### src/rtl/cfg_seq_pkg.sv
`timescale 1ns/1ps
// Shared types and constants for the configuration startup sequencer.
// Assumes: nothing beyond IEEE 1800-2017.
package cfg_seq_pkg;

    // Phases of the startup sequence, in the order they are visited.
    typedef enum logic [1:0] {
        ST_CLEAR  = 2'd0,
        ST_WAIT   = 2'd1,
        ST_CONFIG = 2'd2,
        ST_DONE   = 2'd3
    } cfg_state_e;

    // Ratio between the slow and fast configuration clock periods.
    localparam int SLOW_FACTOR = 8;

endpackage

### src/rtl/cfg_init_edge.sv
`timescale 1ns/1ps
// Synchronises the sensed initialisation line and flags its rising edge.
// Assumes: the pad level is asynchronous to clk; SYNC_STAGES >= 2.
module cfg_init_edge #(
    parameter int SYNC_STAGES = 2
) (
    input  logic clk,
    input  logic rst_n,
    input  logic pad_i,
    output logic rise_o
);
    logic [SYNC_STAGES:0] chain_q;

    // Shift the pad level through the synchronizer and one history flop.
    always_ff @(posedge clk) begin
        if (!rst_n) begin
            chain_q <= '0;
        end else begin
            chain_q <= {chain_q[SYNC_STAGES-1:0], pad_i};
        end
    end

    // Rising edge on the synchronised level.
    always_comb begin
        rise_o = chain_q[SYNC_STAGES-1] & ~chain_q[SYNC_STAGES];
    end
endmodule

### src/rtl/cfg_cclk_gen.sv
`timescale 1ns/1ps
// Produces a one-cycle configuration clock enable at a fast or slow rate.
// Assumes: slow_i is stable while run_i is high; FAST_DIV >= 2.
module cfg_cclk_gen
    import cfg_seq_pkg::*;
#(
    parameter int FAST_DIV = 4
) (
    input  logic clk,
    input  logic rst_n,
    input  logic run_i,
    input  logic slow_i,
    output logic tick_o
);
    localparam int SLOW_DIV = FAST_DIV * SLOW_FACTOR;
    localparam int CNT_W    = $clog2(SLOW_DIV);
    localparam logic [CNT_W-1:0] FAST_LIM = CNT_W'(FAST_DIV - 1);
    localparam logic [CNT_W-1:0] SLOW_LIM = CNT_W'(SLOW_DIV - 1);

    logic [CNT_W-1:0] cnt_q;
    logic [CNT_W-1:0] limit;
    logic             wrap;

    // Select the terminal count for the chosen rate.
    always_comb begin
        limit = slow_i ? SLOW_LIM : FAST_LIM;
        wrap  = (cnt_q == limit);
    end

    // Count while running; restart from zero when idle or on wrap.
    always_ff @(posedge clk) begin
        if (!rst_n || !run_i || wrap) begin
            cnt_q <= '0;
        end else begin
            cnt_q <= cnt_q + 1'b1;
        end
    end

    // Pulse on the terminal count.
    always_comb begin
        tick_o = run_i & wrap;
    end
endmodule

### src/rtl/cfg_seq_fsm.sv
`timescale 1ns/1ps
// Startup state machine: clear, wait for the line, configure, done.
// Captures mode and speed once, on the line's synchronised rising edge.
// Assumes: mode and speed inputs are stable around that edge.
module cfg_seq_fsm
    import cfg_seq_pkg::*;
#(
    parameter int MODE_W = 3
) (
    input  logic              clk,
    input  logic              rst_n,
    input  logic              clear_done_i,
    input  logic              init_rise_i,
    input  logic              cfg_done_i,
    input  logic [MODE_W-1:0] mode_sel_i,
    input  logic              osc_slow_i,
    output cfg_state_e        state_o,
    output logic [MODE_W-1:0] mode_o,
    output logic              slow_o
);
    cfg_state_e        state_q, state_d;
    logic [MODE_W-1:0] mode_q;
    logic              slow_q;
    logic              capture;

    // Next-state selection for the startup sequence.
    always_comb begin
        state_d = state_q;
        capture = 1'b0;
        unique case (state_q)
            ST_CLEAR:  if (clear_done_i) state_d = ST_WAIT;
            ST_WAIT: begin
                if (init_rise_i) begin
                    state_d = ST_CONFIG;
                    capture = 1'b1;
                end
            end
            ST_CONFIG: if (cfg_done_i) state_d = ST_DONE;
            ST_DONE:   state_d = ST_DONE;
            default:   state_d = ST_CLEAR;
        endcase
    end

    // State register with synchronous reset to the clearing phase.
    always_ff @(posedge clk) begin
        if (!rst_n) begin
            state_q <= ST_CLEAR;
        end else begin
            state_q <= state_d;
        end
    end

    // Mode and speed capture, held until reset.
    always_ff @(posedge clk) begin
        if (!rst_n) begin
            mode_q <= '0;
            slow_q <= 1'b0;
        end else if (capture) begin
            mode_q <= mode_sel_i;
            slow_q <= osc_slow_i;
        end
    end

    always_comb begin
        state_o = state_q;
        mode_o  = mode_q;
        slow_o  = slow_q;
    end
endmodule

### src/rtl/cfg_seq_top.sv
`timescale 1ns/1ps
// Configuration startup sequencer top: ties the line synchronizer, the
// state machine and the configuration clock enable generator together
// and decodes the pad-facing status outputs.
// Assumes: init_sense_i is the wired level of an open-drain line that this
// block pulls low through init_pull_low_o.
module cfg_seq_top
    import cfg_seq_pkg::*;
#(
    parameter int MODE_W      = 3,
    parameter int FAST_DIV    = 4,
    parameter int SYNC_STAGES = 2
) (
    input  logic              clk,
    input  logic              rst_n,
    input  logic [MODE_W-1:0] mode_sel_i,
    input  logic              osc_slow_i,
    input  logic              init_sense_i,
    input  logic              clear_done_i,
    input  logic              cfg_done_i,
    output logic              init_pull_low_o,
    output logic              busy_high_o,
    output logic              busy_low_o,
    output logic              status_oe_o,
    output logic [MODE_W-1:0] mode_o,
    output logic              osc_slow_o,
    output logic              cclk_en_o
);
    cfg_state_e state;
    logic       init_rise;

    cfg_init_edge #(.SYNC_STAGES(SYNC_STAGES)) u_edge (
        .clk    (clk),
        .rst_n  (rst_n),
        .pad_i  (init_sense_i),
        .rise_o (init_rise)
    );

    cfg_seq_fsm #(.MODE_W(MODE_W)) u_fsm (
        .clk          (clk),
        .rst_n        (rst_n),
        .clear_done_i (clear_done_i),
        .init_rise_i  (init_rise),
        .cfg_done_i   (cfg_done_i),
        .mode_sel_i   (mode_sel_i),
        .osc_slow_i   (osc_slow_i),
        .state_o      (state),
        .mode_o       (mode_o),
        .slow_o       (osc_slow_o)
    );

    cfg_cclk_gen #(.FAST_DIV(FAST_DIV)) u_cclk (
        .clk    (clk),
        .rst_n  (rst_n),
        .run_i  (state == ST_CONFIG),
        .slow_i (osc_slow_o),
        .tick_o (cclk_en_o)
    );

    // Pad-facing status decode from the current phase.
    always_comb begin
        init_pull_low_o = (state == ST_CLEAR);
        busy_high_o     = (state != ST_DONE);
        busy_low_o      = (state == ST_DONE);
        status_oe_o     = (state != ST_DONE);
    end
endmodule

### config.mk
export PLATFORM = sky130hd
export DESIGN_NAME = cfg_seq_top
export DESIGN_NICKNAME = d
export VERILOG_FILES = /design/src/rtl/cfg_seq_pkg.sv /design/src/rtl/cfg_init_edge.sv /design/src/rtl/cfg_cclk_gen.sv /design/src/rtl/cfg_seq_fsm.sv /design/src/rtl/cfg_seq_top.sv
export SDC_FILE = /design/constraint.sdc
export NUM_CORES = 1
export LEC_CHECK = 0
export CORE_MARGIN = 2
export CORE_UTILIZATION = 40
export CTS_CLUSTER_DIAMETER = 150
export DETAILED_ROUTE_END_ITERATION = 8
export DONT_BUFFER_PORTS = 1
export GPL_TIMING_DRIVEN = 1
export PLACE_DENSITY = 0.5
export SETUP_SLACK_MARGIN = 0.05
export SYNTH_ARGS = -nofsm -noshare
export SYNTH_HDL_FRONTEND = slang
export SYNTH_SLANG_ARGS = --single-unit
### constraint.sdc
create_clock -name clk -period 1.8 [get_ports clk]
set_clock_uncertainty 0.1 [all_clocks]
set_input_delay 0.18 -clock clk [delete_from_list [all_inputs] [get_ports clk]]
set_output_delay 0.18 -clock clk [all_outputs]
set_load 0.05 [all_outputs]
**Yosys cells after proc, flatten, opt, wreduce, memory -nomap -nowiden**

Index checks and enable logic that the tools add are counted.

- Bits in registers: 14
- Word-level logic and storage cells: 30

- Add/sub/neg operators: 1
- Equality and inequality tests: 8
- Muxes and demuxes: 7
- Bitwise operators: 3
- Reduce and logical (&&, ||, !) cells: 6

Operators with widths:

| kind | number |
|---|---|
| $ne A2 B2 Y1 const B | 4 |
| $pmux W2 S4 | 1 |
| $mux W2 | 3 |
| $add A5 B1 Y5 const B | 1 |
| $eq A5 B5 Y1 | 1 |
| $mux W5 | 1 |
| $eq A2 B2 Y1 const B | 2 |
| $reduce_and A3 Y1 | 1 |
| $and A1 B1 Y1 | 2 |
| $eq A2 B1 Y1 const B | 1 |
| $logic_not A1 Y1 | 2 |
| $logic_not A2 Y1 | 1 |
| $logic_or A1 B1 Y1 | 2 |
| $mux W1 | 2 |
| $not A1 Y1 | 1 |

**Longest topological paths before layout**

- Word-level depth: 4
- Mapped depth: 4
- Gate-level depth less buffers: 4

**Hierarchy**

Synthesis repeated with hierarchy kept, for this count alone.

- Cell total of the unflattened synthesis: 59
- Area total of the unflattened synthesis: 554.3 µm²

Modules (own cells, without submodules):

| module | times used | cells each | area an instance (µm²) |
|---|---|---|---|
| cfg_seq_fsm | 1 | 26 | 224.0 |
| cfg_cclk_gen | 1 | 21 | 210.2 |
| cfg_init_edge | 1 | 7 | 92.6 |
| cfg_seq_top | 1 | 5 | 27.5 |

**Least setup slack after synthesis**

No wires, ideal clock.

- Path kind: reg2out
- From: reg u_fsm.slow_q, in the netlist u_fsm.slow_o
- To: out cclk_en_o
- Arrival time: 1.765 ns
- Slack: -0.245 ns
- Cell stages (with the launch flop): 4
- Path buffers: 0
- Cell sequence: dfxtp_1 > or4_1 > a21boi_2 > and3b_1

- Cells in the longest elaborated chain, start to end: 3

Ends and longest elaborated chain:

| what | line | RTL |
|---|---|---|
| start: declaration | cfg_seq_fsm.sv:23 | `logic slow_q;` |
| start signal: assignment | cfg_seq_fsm.sv:60 | `slow_q <= osc_slow_i;` |
| $mux W5 | cfg_cclk_gen.sv:26 | `limit = slow_i ? SLOW_LIM : FAST_LIM;` |
| $eq A5 B5 Y1 | cfg_cclk_gen.sv:27 | `wrap = (cnt_q == limit);` |
| $and A1 B1 Y1 | cfg_cclk_gen.sv:41 | `tick_o = run_i & wrap;` |
| end: declaration | cfg_seq_top.sv:27 | `output logic cclk_en_o` |

Every way passes these cells.

**Worst setup path in the final report**

Same ends and word-level chain as after synthesis.

==> results.toml <==
[setup_path]
cp_top_family = "simple AND/OR/NAND/NOR gates"
cp.arrival_ns = 1.63
endpoint_kind = "primary output"
r2r_cells = 4
critical_path.max_fanout = 2
reg2reg_from = "u_fsm.slow_o"
cp.required_ns = 1.52
critical_path.startpoint_type = "flip-flop"
r2r-end = "u_cclk.cnt_q[1]"
ff2ff_setup_slack_ns = 0.41
critPathKind = "flip-flop to primary output"
cpPeakStageDelay_ns = 0.52
path_cells = "or4_4, a21boi_4, and3b_2"
path_buf_inv = 0
critPathSlowestCell = "or4_4"

[pwr]
p_switching_mw = 0.122
leakage_nw = 0.287
swShare = 0.224
p_int_mw = 0.422
seqPwrFrac = 0.598
p_per_area_nw_per_um2 = 777
pwr-share-comb = 0.082
power_frac_clock = 0.320
ir_drop_mv = 0.480

[route]
drt_iter0_drc = 1
wire_per_inst_um = 11.5
vias_per_cell = 4.98
first_pass_iters = 2
dr.max_layer_used = "met3"
dr_wl_met3_um = 53
drc = 0
vias = 418
met1_length_um = 440
wl_met2_um = 472
ant_nets = 0
routed_wl_um = 966

[hold_path]
min_to = "u_cclk.cnt_q[0]"
hold_path_startpoint = "rst_n"
min_path_type = "input pin to flip-flop"
min_delay_path_depth = 2

[timing]
final.min_clock_period_ns = 1.91
grt_setup_unrepaired = "true"
slew_viol_final = 0
setup_slack_ns = -0.105
holdWs_ns = 0.0544
max_freq_ghz = 0.525
relSlewSlack = 0.659
timing_hold_violations_final = 0
report.final.setup_viol = 1
worst_pin_slew_ns = 0.511
final.setup.tns_ns = -0.105
finalCritPeriodShare = 1.06

[placement]
portBuffers = 0
dp.cells = 73
gp_congestion = 0.579
dpl.hpwl_um = 703

[clock_network]
clock_sinks = 14
tritoncts = "done"
numCtsBuffers = 3
clock_path_buffers = 2
clkTransAtPathRegs_ns = 0.08
cts_htree_levels = 1
clockRootBuffer = "clkbuf_4"
clkLatencyLatePin_ns = 0.26

[yosys]
yosysWarningCount = 0
synthAdderAreaFrac = 0.0229
netlist_instances = 56
synth.distinct_cells = 23
synth.largest_area_cell = "dfxtp_1"
syn_nets = 66
syn_area_um2 = 546
synth_top_family_by_area = "simple AND/OR/NAND/NOR gates"
yosysSeqAreaShare = 0.514
synth-compound-area-share = 0.0894
yosys.area_share.simple = 0.271
synth_top_area_frac = 0.514
avgSynthCellArea_um2 = 9.74
muxShareOfSynthArea = 0.0206
synth-seq-cells = 14
synthTopCellsByArea = "dfxtp_1, nand3_1, o21ai_0"
synthXorXnorAreaFrac = 0.0482

[layout]
n_antenna_cell = 0
syn_to_final_growth_pct = 28.2
layout.nets = 80
layout-drive-gt1-share = 0.232
final_util = 0.544
fin_cells = 84

[die]
die_area_um2 = 1680
die_x_um = 40.9
coreArea_um2 = 1280
die_y_um = 40.9
std_cell_rows = 13
start_util = 0.425
io_pins = 18

[global_route]
grt_overflow = 0
grt_pass1_wl_mm = 1.50
antenna_found_initial = 0
grt_max_degree = 14
grt_pass1_vias = 386
grt_use_total = 0.140

[run_status]
status = "complete, but fails checks"
violations = "negative setup slack"

[job]
drv_cap = 0
-- worst max-delay path by stage --
stage	start	to	slack, ns	cells after the start
CTS	u_fsm.slow_o	cclk_en_o	-0.12	3
finish	u_fsm.slow_o	cclk_en_o	-0.11	3
global placement	u_cclk.cnt_q[4]	cclk_en_o	0.17	3
detailed placement	u_cclk.cnt_q[4]	cclk_en_o	0.16	3
floorplan	u_fsm.slow_o	cclk_en_o	0.06	3
global route	u_fsm.slow_o	cclk_en_o	-0.16	3
-- logic make-up (layout without fill, tap and decap cells) --
kind of cell	after synthesis	after routing
AOI/OAI and AO/OA	7	7
and+or+nand+nor	26	26
muxes	1	1
xor gates and xnor gates	3	3
adders and majority gates	1	1
DFF	14	14
buffers and inverters	4	17
-- metrics by stage --
stage          total power [mW]  worst slack (ns)  area (µm²)
4_1_cts                   0.548            -0.123         698
5_1_grt                   0.570            -0.156         699
3_3_place_gp              0.363             0.169         603
3_5_place_dp              0.364             0.157         603
2_1_floorplan             0.359            0.0638         562
6_report                  0.544            -0.105         699
-- per-layer routing --
metal / global-route usage / vias up
li1: - / 222
met1: 0.159 / 187
met3: 0.0543 / 0
met5: 0 / -
met4: 0.0750 / 0
met2: 0.223 / 9
-- timing repair --
item | CTS | global route
hold buffers | 6 | 0
endpoints found under the hold margin | 9 | 0
gates resized for setup | 1 | 1
endpoints found under the setup margin | 1 | 1
buffers inserted | 1 | 0
-- cell usage after synthesis --
cell type / count
and2_1: 3
nand2_1: 5
mux2_2: 1
nor3b_1: 1
o21a_1: 1
a21boi_2: 1
nand3_1: 6
xnor2_1: 1
dfxtp_1: 14
o211a_1: 1
nand4bb_1: 1
buf_4: 1
clkbuf_1: 2
and3b_1: 2
nand3b_1: 1
ha_1: 1
or4_1: 1
inv_1: 1
o21ai_0: 4
nor2_1: 2
nand4_1: 1
xor2_1: 2
nor3_1: 3
-- sequential cells by signal (all words and copies together), names as in the netlist --
register	cells
u_cclk.cnt_q	5
u_edge.chain_q	3
u_fsm.mode_o	3
u_fsm.state_o	2
u_fsm.slow_o	1
-- power by group through the flow --
stage / Clock [mW] / Sequential [mW] / Combinational [mW]
3_3_place_gp: 0 / 0.332 / 0.0308
2_1_floorplan: 0 / 0.332 / 0.0265
6_report: 0.174 / 0.325 / 0.0448
5_1_grt: 0.196 / 0.327 / 0.0478
4_1_cts: 0.178 / 0.325 / 0.0447
3_5_place_dp: 0 / 0.333 / 0.0314
-- final cells by class --
class                   count  area, µm²
clock buffers               4       26.3
multi-input cells          38        259
inverters                   1       3.75
fillers                   121        586
flip-flops and latches     14        287
well taps                  15       18.8
repair buffers             12        105
-- placed cells by master (no fill, tap or decap) --
cell,netlist,layout
dlygate4sd3_1,0,6
inv_1,1,1
xor2_1,2,2
dfxtp_1,14,11
mux2_2,1,1
o21a_1,1,1
nand3b_1,1,1
and3b_1,2,1
o211a_1,1,1
a21boi_4,0,1
clkbuf_1,2,1
nand3_1,6,6
clkbuf_4,0,3
xnor2_1,1,1
o21ai_0,4,4
buf_4,1,6
nand4bb_1,1,1
nor3b_1,1,1
dfxtp_4,0,1
dfxtp_2,0,2
or4_4,0,1
nor3_1,3,3
nand2_1,5,5
nand4_1,1,1
and2_1,3,3
ha_1,1,1
nor2_1,2,2
and3b_2,0,1
Power figures use the tool's default switching activity.
